===== config.mk =====
export PLATFORM = sky130hd
export DESIGN_NAME = hostport_bridge
export DESIGN_NICKNAME = d
export VERILOG_FILES = /design/src/rtl/hpb_pkg.sv /design/src/rtl/hpb_sync.sv /design/src/rtl/hpb_host_events.sv /design/src/rtl/hpb_xfer.sv /design/src/rtl/hpb_cmd.sv /design/src/rtl/hpb_pins.sv /design/src/rtl/hostport_bridge.sv
export SDC_FILE = /design/constraint.sdc
export NUM_CORES = 1
export LEC_CHECK = 0
export ABC_AREA = 1
export ABC_CLOCK_PERIOD_IN_PS = 3250
export BUFFER_PORTS_ARGS = -buffer_cell sky130_fd_sc_hd__buf_2
export CELL_PAD_IN_SITES_DETAIL_PLACEMENT = 1
export CELL_PAD_IN_SITES_GLOBAL_PLACEMENT = 1
export CORE_MARGIN = 2
export CORE_UTILIZATION = 45
export DETAILED_ROUTE_END_ITERATION = 16
export PLACE_DENSITY_LB_ADDON = 0.1
export SYNTH_ARGS = -nofsm -noshare
export SYNTH_HDL_FRONTEND = slang
export SYNTH_SLANG_ARGS = --single-unit

===== constraint.sdc =====
create_clock -name clk -period 3.25 [get_ports clk]
set_input_delay 0.325 -clock clk [delete_from_list [all_inputs] [get_ports clk]]
set_output_delay 0.325 -clock clk [all_outputs]
set_load 0.05 [all_outputs]

===== src/rtl/hpb_pkg.sv =====
package hpb_pkg;
  localparam int ADDR_W = 3;
  localparam logic [ADDR_W-1:0] A_STATUS = 3'd0;
  localparam logic [ADDR_W-1:0] A_CMD    = 3'd1;

  // Byte registers occupy the top of the address space, most significant first.
  function automatic logic [ADDR_W-1:0] byte_addr(input int unsigned nbytes,
                                                  input int unsigned idx_from_high);
    return ADDR_W'((1 << ADDR_W) - nbytes + idx_from_high);
  endfunction

  function automatic logic [7:0] status_byte(input logic full, input logic empty,
                                             input logic pend);
    return {5'b0, pend, empty, full};
  endfunction
endpackage


===== src/rtl/hpb_sync.sv =====
module hpb_sync #(
  parameter int W = 1,
  parameter int STAGES = 2,
  parameter logic [W-1:0] RST_VAL = '0
) (
  input  logic         clk,
  input  logic         rst_n,
  input  logic [W-1:0] d,
  output logic [W-1:0] q
);
  logic [W-1:0] st [STAGES];

  for (genvar i = 0; i < STAGES; i++) begin : g_st
    if (i == 0) begin : g_first
      always_ff @(posedge clk or negedge rst_n)
        if (!rst_n) st[0] <= RST_VAL;
        else        st[0] <= d;
    end else begin : g_next
      always_ff @(posedge clk or negedge rst_n)
        if (!rst_n) st[i] <= RST_VAL;
        else        st[i] <= st[i-1];
    end
  end

  assign q = st[STAGES-1];
endmodule


===== src/rtl/hpb_host_events.sv =====
module hpb_host_events
  import hpb_pkg::*;
#(
  parameter int BYTE_W = 8,
  parameter int SYNC_STAGES = 2
) (
  input  logic              clk,
  input  logic              rst_n,
  input  logic              enable,
  input  logic              hcs_n,
  input  logic              hrd_n,
  input  logic              hwr_n,
  input  logic [ADDR_W-1:0] haddr,
  input  logic [BYTE_W-1:0] hdata,
  output logic              wr_evt,
  output logic              rd_evt,
  output logic [ADDR_W-1:0] evt_addr,
  output logic [BYTE_W-1:0] evt_data
);
  logic [2:0] ctl_s;
  logic [ADDR_W+BYTE_W-1:0] bus_s;
  logic wr_act, rd_act, wr_q, rd_q;

  hpb_sync #(.W(3), .STAGES(SYNC_STAGES), .RST_VAL(3'b111)) u_ctl_sync (
    .clk(clk), .rst_n(rst_n), .d({hcs_n, hrd_n, hwr_n}), .q(ctl_s));

  hpb_sync #(.W(ADDR_W+BYTE_W), .STAGES(SYNC_STAGES), .RST_VAL('0)) u_bus_sync (
    .clk(clk), .rst_n(rst_n), .d({haddr, hdata}), .q(bus_s));

  assign wr_act = enable && !ctl_s[2] && !ctl_s[0];
  assign rd_act = enable && !ctl_s[2] && !ctl_s[1];

  always_ff @(posedge clk or negedge rst_n) begin
    if (!rst_n) begin
      wr_q     <= 1'b0;
      rd_q     <= 1'b0;
      evt_addr <= '0;
      evt_data <= '0;
    end else begin
      wr_q <= wr_act;
      rd_q <= rd_act;
      if (wr_act || rd_act) {evt_addr, evt_data} <= bus_s;
    end
  end

  // An access acts once, on the release of its strobe.
  assign wr_evt = enable && wr_q && !wr_act;
  assign rd_evt = enable && rd_q && !rd_act;

  a_r10_single_event: assert property (@(posedge clk) disable iff (!rst_n)
    wr_evt |=> !wr_evt);
endmodule


===== src/rtl/hpb_xfer.sv =====
module hpb_xfer
  import hpb_pkg::*;
#(
  parameter int BYTE_W = 8,
  parameter int BYTES = 3,
  localparam int WORD_W = BYTE_W * BYTES
) (
  input  logic              clk,
  input  logic              rst_n,
  input  logic              wr_evt,
  input  logic              rd_evt,
  input  logic [ADDR_W-1:0] evt_addr,
  input  logic [BYTE_W-1:0] evt_data,
  input  logic [WORD_W-1:0] core_tx_word,
  input  logic              core_tx_load,
  input  logic              core_rx_take,
  output logic [WORD_W-1:0] rx_word,
  output logic              rxdf,
  output logic              txde,
  output logic [WORD_W-1:0] core_rx_word
);
  localparam logic [ADDR_W-1:0] LOW_A = byte_addr(BYTES, BYTES - 1);

  logic [WORD_W-1:0] staged;
  logic low_wr, low_rd, push, load_ok;

  for (genvar i = 0; i < BYTES - 1; i++) begin : g_stage
    localparam logic [ADDR_W-1:0] MY_A = byte_addr(BYTES, i);
    logic [BYTE_W-1:0] q;
    always_ff @(posedge clk or negedge rst_n)
      if (!rst_n)                           q <= '0;
      else if (wr_evt && evt_addr == MY_A)  q <= evt_data;
    assign staged[WORD_W-1-i*BYTE_W -: BYTE_W] = q;
  end
  assign staged[BYTE_W-1:0] = evt_data;

  assign low_wr  = wr_evt && (evt_addr == LOW_A);
  assign low_rd  = rd_evt && (evt_addr == LOW_A);
  assign push    = low_wr && txde;
  assign load_ok = core_tx_load && !rxdf;

  always_ff @(posedge clk or negedge rst_n) begin
    if (!rst_n) begin
      rxdf    <= 1'b0;
      rx_word <= '0;
    end else if (load_ok) begin
      rxdf    <= 1'b1;
      rx_word <= core_tx_word;
    end else if (low_rd) begin
      rxdf    <= 1'b0;
    end
  end

  always_ff @(posedge clk or negedge rst_n) begin
    if (!rst_n) begin
      txde         <= 1'b1;
      core_rx_word <= '0;
    end else if (push) begin
      txde         <= 1'b0;
      core_rx_word <= staged;
    end else if (core_rx_take) begin
      txde         <= 1'b1;
    end
  end

  a_r3_load_sets_full: assert property (@(posedge clk) disable iff (!rst_n)
    (core_tx_load && !rxdf) |=> (rxdf && rx_word == $past(core_tx_word)));
  a_r3_full_word_held: assert property (@(posedge clk) disable iff (!rst_n)
    (rxdf && $past(rxdf)) |-> $stable(rx_word));
  a_r4_full_falls_on_low_read: assert property (@(posedge clk) disable iff (!rst_n)
    $fell(rxdf) |-> $past(rd_evt && evt_addr == LOW_A));
  a_r5_push_clears_empty: assert property (@(posedge clk) disable iff (!rst_n)
    (low_wr && txde) |=> !txde);
  a_r6_empty_rises_on_take: assert property (@(posedge clk) disable iff (!rst_n)
    $rose(txde) |-> $past(core_rx_take));
  a_r6_word_held_while_pending: assert property (@(posedge clk) disable iff (!rst_n)
    (!txde && $past(!txde)) |-> $stable(core_rx_word));
endmodule


===== src/rtl/hpb_cmd.sv =====
module hpb_cmd
  import hpb_pkg::*;
#(
  parameter int BYTE_W = 8,
  parameter int VEC_W = 7
) (
  input  logic              clk,
  input  logic              rst_n,
  input  logic              wr_evt,
  input  logic [ADDR_W-1:0] evt_addr,
  input  logic [BYTE_W-1:0] evt_data,
  input  logic              irq_ack,
  output logic              pend,
  output logic [VEC_W-1:0]  vec
);
  logic cmd_wr;
  assign cmd_wr = wr_evt && (evt_addr == A_CMD);

  always_ff @(posedge clk or negedge rst_n) begin
    if (!rst_n) begin
      pend <= 1'b0;
      vec  <= '0;
    end else if (pend) begin
      if (irq_ack) pend <= 1'b0;
    end else if (cmd_wr) begin
      pend <= evt_data[BYTE_W-1];
      vec  <= evt_data[VEC_W-1:0];
    end
  end

  a_r8_vector_held: assert property (@(posedge clk) disable iff (!rst_n)
    pend |=> $stable(vec));
  a_r8_ack_clears: assert property (@(posedge clk) disable iff (!rst_n)
    (pend && irq_ack) |=> !pend);
endmodule


===== src/rtl/hpb_pins.sv =====
module hpb_pins
  import hpb_pkg::*;
#(
  parameter int BYTE_W = 8,
  parameter int BYTES = 3,
  parameter int VEC_W = 7,
  localparam int WORD_W = BYTE_W * BYTES
) (
  input  logic              clk,
  input  logic              rst_n,
  input  logic              cfg_we,
  input  logic [1:0]        cfg_sel,
  input  logic [BYTE_W-1:0] cfg_wdata,
  input  logic              hcs_n,
  input  logic              hrd_n,
  input  logic [ADDR_W-1:0] haddr,
  input  logic              rxdf,
  input  logic              txde,
  input  logic              pend,
  input  logic [VEC_W-1:0]  vec,
  input  logic [WORD_W-1:0] rx_word,
  output logic              host_en,
  output logic [BYTE_W-1:0] pad_out,
  output logic [BYTE_W-1:0] pad_oe
);
  logic [BYTE_W-1:0] dir_q, gout_q, rd_byte;
  logic host_rd;

  always_ff @(posedge clk or negedge rst_n) begin
    if (!rst_n) begin
      host_en <= 1'b0;
      dir_q   <= '0;
      gout_q  <= '0;
    end else if (cfg_we) begin
      case (cfg_sel)
        2'd0:    host_en <= cfg_wdata[0];
        2'd1:    dir_q   <= cfg_wdata;
        2'd2:    gout_q  <= cfg_wdata;
        default: ;
      endcase
    end
  end

  always_comb begin
    rd_byte = '0;
    if (haddr == A_STATUS) rd_byte = BYTE_W'(status_byte(rxdf, txde, pend));
    if (haddr == A_CMD) begin
      rd_byte = BYTE_W'(vec);
      rd_byte[BYTE_W-1] = pend;
    end
    for (int i = 0; i < BYTES; i++)
      if (haddr == byte_addr(BYTES, i))
        rd_byte = rx_word[WORD_W-1-i*BYTE_W -: BYTE_W];
  end

  assign host_rd = !hcs_n && !hrd_n;
  assign pad_out = host_en ? rd_byte : gout_q;
  assign pad_oe  = host_en ? {BYTE_W{host_rd}} : dir_q;

  a_r9_gpio_drive_stable: assert property (@(posedge clk) disable iff (!rst_n)
    (!host_en && $past(!host_en) && !$past(cfg_we)) |-> ($stable(pad_oe) && $stable(pad_out)));
endmodule


===== src/rtl/hostport_bridge.sv =====
module hostport_bridge
  import hpb_pkg::*;
#(
  parameter int BYTE_W = 8,
  parameter int BYTES = 3,
  parameter int VEC_W = 7,
  parameter int SYNC_STAGES = 2,
  localparam int WORD_W = BYTE_W * BYTES
) (
  input  logic              clk,
  input  logic              rst_n,
  input  logic              hcs_n,
  input  logic              hrd_n,
  input  logic              hwr_n,
  input  logic [ADDR_W-1:0] haddr,
  input  logic [BYTE_W-1:0] pad_in,
  output logic [BYTE_W-1:0] pad_out,
  output logic [BYTE_W-1:0] pad_oe,
  input  logic [WORD_W-1:0] core_tx_word,
  input  logic              core_tx_load,
  output logic              core_tx_ready,
  output logic [WORD_W-1:0] core_rx_word,
  output logic              core_rx_valid,
  input  logic              core_rx_take,
  output logic              irq_req,
  output logic [VEC_W-1:0]  irq_vector,
  input  logic              irq_ack,
  input  logic              cfg_we,
  input  logic [1:0]        cfg_sel,
  input  logic [BYTE_W-1:0] cfg_wdata,
  output logic [BYTE_W-1:0] core_gpio_in
);
  logic host_en, wr_evt, rd_evt, rxdf, txde;
  logic [ADDR_W-1:0] evt_addr;
  logic [BYTE_W-1:0] evt_data;
  logic [WORD_W-1:0] rx_word;

  hpb_host_events #(.BYTE_W(BYTE_W), .SYNC_STAGES(SYNC_STAGES)) u_events (
    .clk(clk), .rst_n(rst_n), .enable(host_en),
    .hcs_n(hcs_n), .hrd_n(hrd_n), .hwr_n(hwr_n), .haddr(haddr), .hdata(pad_in),
    .wr_evt(wr_evt), .rd_evt(rd_evt), .evt_addr(evt_addr), .evt_data(evt_data));

  hpb_xfer #(.BYTE_W(BYTE_W), .BYTES(BYTES)) u_xfer (
    .clk(clk), .rst_n(rst_n), .wr_evt(wr_evt), .rd_evt(rd_evt),
    .evt_addr(evt_addr), .evt_data(evt_data),
    .core_tx_word(core_tx_word), .core_tx_load(core_tx_load), .core_rx_take(core_rx_take),
    .rx_word(rx_word), .rxdf(rxdf), .txde(txde), .core_rx_word(core_rx_word));

  hpb_cmd #(.BYTE_W(BYTE_W), .VEC_W(VEC_W)) u_cmd (
    .clk(clk), .rst_n(rst_n), .wr_evt(wr_evt), .evt_addr(evt_addr),
    .evt_data(evt_data), .irq_ack(irq_ack), .pend(irq_req), .vec(irq_vector));

  hpb_pins #(.BYTE_W(BYTE_W), .BYTES(BYTES), .VEC_W(VEC_W)) u_pins (
    .clk(clk), .rst_n(rst_n), .cfg_we(cfg_we), .cfg_sel(cfg_sel), .cfg_wdata(cfg_wdata),
    .hcs_n(hcs_n), .hrd_n(hrd_n), .haddr(haddr),
    .rxdf(rxdf), .txde(txde), .pend(irq_req), .vec(irq_vector), .rx_word(rx_word),
    .host_en(host_en), .pad_out(pad_out), .pad_oe(pad_oe));

  hpb_sync #(.W(BYTE_W), .STAGES(SYNC_STAGES), .RST_VAL('0)) u_gpio_sync (
    .clk(clk), .rst_n(rst_n), .d(pad_in), .q(core_gpio_in));

  assign core_tx_ready = !rxdf;
  assign core_rx_valid = !txde;

  a_r9_no_host_effect_in_gpio: assert property (@(posedge clk) disable iff (!rst_n)
    (!host_en && !irq_ack && !core_rx_take) |=> ($stable(irq_req) && $stable(core_rx_valid)));
endmodule


# After elaboration in Yosys (flattened, before gate mapping)

Cells that the tools add are included.

Bits in registers: 148
Bits of input ports: 54

Reductions and logical operators: 33
Equality and inequality tests: 10
Multiplexer cells: 14
Bitwise gates (word level): 1

Operators with widths:

| cell                                                | number |
|---|---|
| two-way mux 8 bit                                   | 6 |
| equality test 3 bit, second input constant          | 6 |
| logical AND 1 bit                                   | 15 |
| logical NOT 1 bit                                   | 9 |
| AND reduction 2 bit                                 | 4 |
| two-way mux 1 bit                                   | 7 |
| equality test 3 x 1 -> 1 bit, second input constant | 2 |
| nonzero test 2 bit                                  | 2 |
| logical NOT 3 bit                                   | 1 |
| two-way mux 3 bit                                   | 1 |
| equality test 2 x 1 -> 1 bit, second input constant | 1 |
| equality test 2 bit, second input constant          | 1 |
| logical NOT 2 bit                                   | 1 |
| logical OR 1 bit                                    | 1 |
| NOT 1 bit                                           | 1 |

# Depth between registers and ports, before layout

Depth after elaboration: 8
Mapped depth: 8

# Hierarchy

A second synthesis with hierarchy kept.

Cells, all modules: 673
Area, all modules: 6222.2 sq um

By module, submodules not included:

| module                          | cells each | area each (sq um) | seq. area each (sq um) | instances |
|---|---|---|---|---|
| hpb_xfer                        | 318        | 2830.2            | 1652.8                 | 1 |
| hpb_pins                        | 183        | 1192.4            | 425.4                  | 1 |
| hpb_sync at u_events.u_bus_sync | 33         | 633.1             | 550.5                  | 1 |
| hpb_host_events                 | 63         | 534.3             | 325.3                  | 1 |
| hpb_sync at u_gpio_sync         | 24         | 460.4             | 400.4                  | 1 |
| hpb_cmd                         | 41         | 384.1             | 200.2                  | 1 |
| hpb_sync at u_events.u_ctl_sync | 9          | 180.2             | 157.7                  | 1 |
| hostport_bridge                 | 2          | 7.5               | 0.0                    | 1 |

# Worst setup path before layout

Ideal clock, no wire load.

Path type: reg-to-output
Start point: register u_pins.host_en
End point: output pad_out[3]
Cell stages (with the launch flop): 5
Setup slack: 1411 ps
Arrival: 1514 ps
Cell sequence: dfrtp_1 buf_6 clkbuf_1 nor2_1 nor2_1

Word-level cells in the longest chain between the ends: 1

Ends and longest elaborated chain:

| element                  | RTL line              | source |
|---|---|---|
| start: declaration       | hpb_pins.sv:22        | `output logic host_en,` |
| start signal: assignment | hpb_pins.sv:36        | `2'd0: host_en <= cfg_wdata[0];` |
| two-way mux 8 bit        | hpb_pins.sv:57        | `assign pad_out = host_en ? rd_byte : gout_q;` |
| end: declaration         | hostport_bridge.sv:17 | `output logic [BYTE_W-1:0] pad_out,` |

Every way passes these cells.

# Worst setup path after layout

Start point: input haddr[0]
End point: output pad_out[5]

Word-level cells in the longest chain between the ends: 6
Elaborated cells on any way between the ends: 9
Those cells by class: eq/ne: 4; mux: 5

Ends and longest elaborated chain:

| element                         | RTL line              | source |
|---|---|---|
| start: declaration              | hostport_bridge.sv:15 | `input logic [ADDR_W-1:0] haddr,` |
| equality test 3 x 1 -> 1 bit    | hpb_pins.sv:47        | `if (haddr == A_CMD) begin` |
| two-way mux 8 bit               | hpb_pins.sv:47        |  |
| two-way mux 8 bit (2 in series) | hpb_pins.sv:52        | `if (haddr == byte_addr(BYTES, i))` |
| two-way mux 8 bit *             | hpb_pins.sv:52        |  |
| two-way mux 8 bit *             | hpb_pins.sv:57        |  |

Mark *: on every way between the ends. The rest lies on a longest branch, timed or not.

==> impl_results.md <==
- Post-CTS setup buffer count: 0
- Peak supply drop: 0.4037 mV
- Proportion of layout cells with a drive suffix above 1: 0.3323
- H-tree Lvls: 4
- Rel. slew slack: 0.5572
- Drt drc: 0
- Skew final: 0.005616 ns
- FFs w/ async S/R, synth: 1.000
- Area growth syn-to-layout: 23.73%
- Largest net degree at the start of global routing: 57
- Flops & latches, synth: 132
- Grt ovf: 0
- Commonest register cell after synthesis: dfrtp_1
- Reg2reg setup slack: 1.40 ns
- Max Buffers Root-to-Sink: 2
- PwrDens: 756.8 nW/um2
- Setup TNS after final layout: 0 ns
- Worst r2r src: u_pins.host_en
- Layout fillers: 1,361
- Number of synthesized flops with an enable pin: 0
- WHS Endpoint: u_gpio_sync.st[9]
- Final core utilization: 0.5637
- Cells after synthesis: 536
- CP startpoint: haddr[0]
- Avg Cell Area, Syn: 10.12 um2
- CTS Buf Count: 17
- Hold Startpoint: pad_in[1]
- Die Width: 113.8 um
- Leak Pwr: 0.003613 uW
- Starting density of the core: 0.4556
- Crit-path cells: buf_2, inv_2, nor2_2, nand3_1, nand3_1, nor2_1, nor2_1, buf_2
- Initial drt markers: 160
- Mapped cell area: 5426 um2
- Total track usage: 0.2251
- Area after DPL: 6008 um2
- Net Count, Synth: 590
- CTS tree: built
- Startpoint class of the critical path: input port
- Total number of vias: 4,024
- Design area: 6714 um2
- Synth cell types: 29
- Hold depth: 1
- Fmax: 0.4952 GHz
- Slowest cell on the critical path: nor2_2
- Critical path class: input port to output port
- Sequential area share after synthesis: 0.6103
- Crit path DAT: 1.69 ns
- Final Setup Violations: 0
- Die Area: 12,950 um2
- Max_cap viols: 0
- Status: completed
- Initial antenna violation count: 1
- Final Hold Vio Count: 0
- First-pass GRT wire length: 22,180 um
- Multi-input logic area: 1770 um2
- Routed wire length: 13,400 um
- Cts-stage hold buffer count: 6
- Clock sink total: 132
- Reg clk slew, reported paths: 0.05 ns
- Worst R2R Path Depth: 7
- Fin crit period: 2.019 ns
- Drt first pass iters: 4
- Final worst slack: 1.231 ns
- DP Worst Slack: 1.290 ns
- Layout Nets: 703
- Vias in the first global route: 4,394
- Via density: 4.968
- RSZ-0062 raised after global routing: no
- Fin crit share: 0.6214
- WL per Instance: 16.55 um
- PnR Total Power: 5081 uW
- Root Buffer: clkbuf_16
- CP max FO: 16
- Skew-Pair Late Insertion Delay: 0.42 ns
- Area of the core: 11,910 um2
- Worst Tran Pin Value: 0.6643 ns
- IO buf count: 111
- # IOs: 112
- # resized after CTS: 0
- Worst path required time: 2.92 ns
- Yosys warning count: 0
- Max stage delay on crit path: 0.32 ns
- Register Area: 3312 um2
- Row count: 40
- HPWL after detailed placement: 9550 um
- GP Congestion: 0.8127
- Setup crit end kind: output port
- Hold WC Path Type: input port to register
- Final ANT Viol Nets: 0
- Die Span Y: 113.8 um
- Critical R2R Capture: u_xfer.core_rx_word[12]
- Max-slew violation count: 0
where the power goes:
| part | leakage, uW | internal (uW) | total [uW] | switching (uW) |
|---|---|---|---|---|
| Sequential | 0.00169 | 1900 | 2060 | 166 |
| Clock | 0.000307 | 1400 | 2080 | 686 |
| Combinational | 0.00161 | 276 | 935 | 659 |
| Total | 0.00361 | 3570 | 5080 | 1510 |
critical path: cells and delay by family:
| family | cells | cell delay (ns) |
|---|---|---|
| simple gates | 5 | 0.74 |
| buf+inv | 3 | 0.62 |
per-stage QoR:
step	hold slack (ns)	std cells
after global routing	0.009919	809
after CTS	0.003208	809
after global placement	0.3331	771
final	0.01885	810
after floorplan	0.02941	536
after detailed placement	0.3356	771
Yosys cell counts, types with 4 or more instances:
master	number	area share
o21ai_1	21	0.019
o21ai_2	24	0.039
nand2_2	8	0.0092
buf_2	7	0.0065
dfstp_2	7	0.034
nand3_1	25	0.023
inv_2	5	0.0035
buf_4	8	0.011
clkbuf_1	7	0.0048
nand2_1	159	0.11
o21ai_0	32	0.030
dfrtp_1	125	0.58
inv_1	29	0.020
mux2_2	21	0.044
nand4_1	4	0.0046
nor2_1	29	0.020
registers in the layout, summed over array words and instances, names as in the netlist, 3 cells and up:
register and count:
u_cmd.vec 7, u_events.evt_addr 3, u_events.evt_data 8, u_events.u_bus_sync.q 4, u_events.u_bus_sync.st 4, u_events.u_ctl_sync.q 3
u_events.u_ctl_sync.st 3, u_gpio_sync.q 7, u_gpio_sync.st 7, u_pins.dir_q 8, u_pins.gout_q 8, u_xfer.core_rx_word 24
u_xfer.g_stage.q 16, u_xfer.rx_word 24
logic make-up after synthesis:
logic type      count (synthesis)  synth area share
simple gates                  240            0.1923
mux                            21           0.04358
buf+inv                        63           0.06341
flops                         132            0.6103
compound gates                 80           0.09038
area by class of cell:
type / count / share of cell area
antenna: 1 / 0.0003727
inverter: 35 / 0.01994
clock inverter: 9 / 0.02609
clock buffer: 23 / 0.06970
timing repair buffer: 122 / 0.09952
multi-input combinational: 341 / 0.2637
sequential: 132 / 0.4933
tap: 147 / 0.02739
layout by cell type (no fill, tap or decap), types with 4 or more instances in the layout:
| master | Yosys | final |
|---|---|---|
| nand2_1 | 159 | 159 |
| o21ai_0 | 32 | 32 |
| mux2_2 | 21 | 21 |
| o21ai_2 | 24 | 24 |
| nor2_1 | 29 | 29 |
| clkbuf_1 | 7 | 4 |
| nand2_2 | 8 | 8 |
| nand3_1 | 25 | 25 |
| bufinv_16 | 0 | 5 |
| buf_4 | 8 | 5 |
| inv_1 | 29 | 29 |
| buf_2 | 7 | 110 |
| dfstp_2 | 7 | 7 |
| o21ai_1 | 21 | 21 |
| inv_2 | 5 | 5 |
| clkbuf_16 | 0 | 17 |
| nand4_1 | 4 | 4 |
| dfrtp_1 | 125 | 125 |
| dlygate4sd3_1 | 0 | 6 |
layer usage:
metal | track usage | up-vias | wire, um
met3 | 0.05632 | 16 | 634
li1 | - | 1943 | -
met5 | 0 | - | 0
met2 | 0.4068 | 88 | 7059
met1 | 0.2609 | 1977 | 5477
met4 | 0.07642 | 0 | 232
worst max path at each step:
stage | end | slack (ns)
floorplan | pad_out[3] | 1.41
global placement | pad_out[5] | 1.35
detailed placement | pad_out[3] | 1.29
CTS | pad_oe[6] | 1.24
global route | pad_out[3] | 1.07
finish | pad_out[5] | 1.23
(Power assumes the default switching activity.)
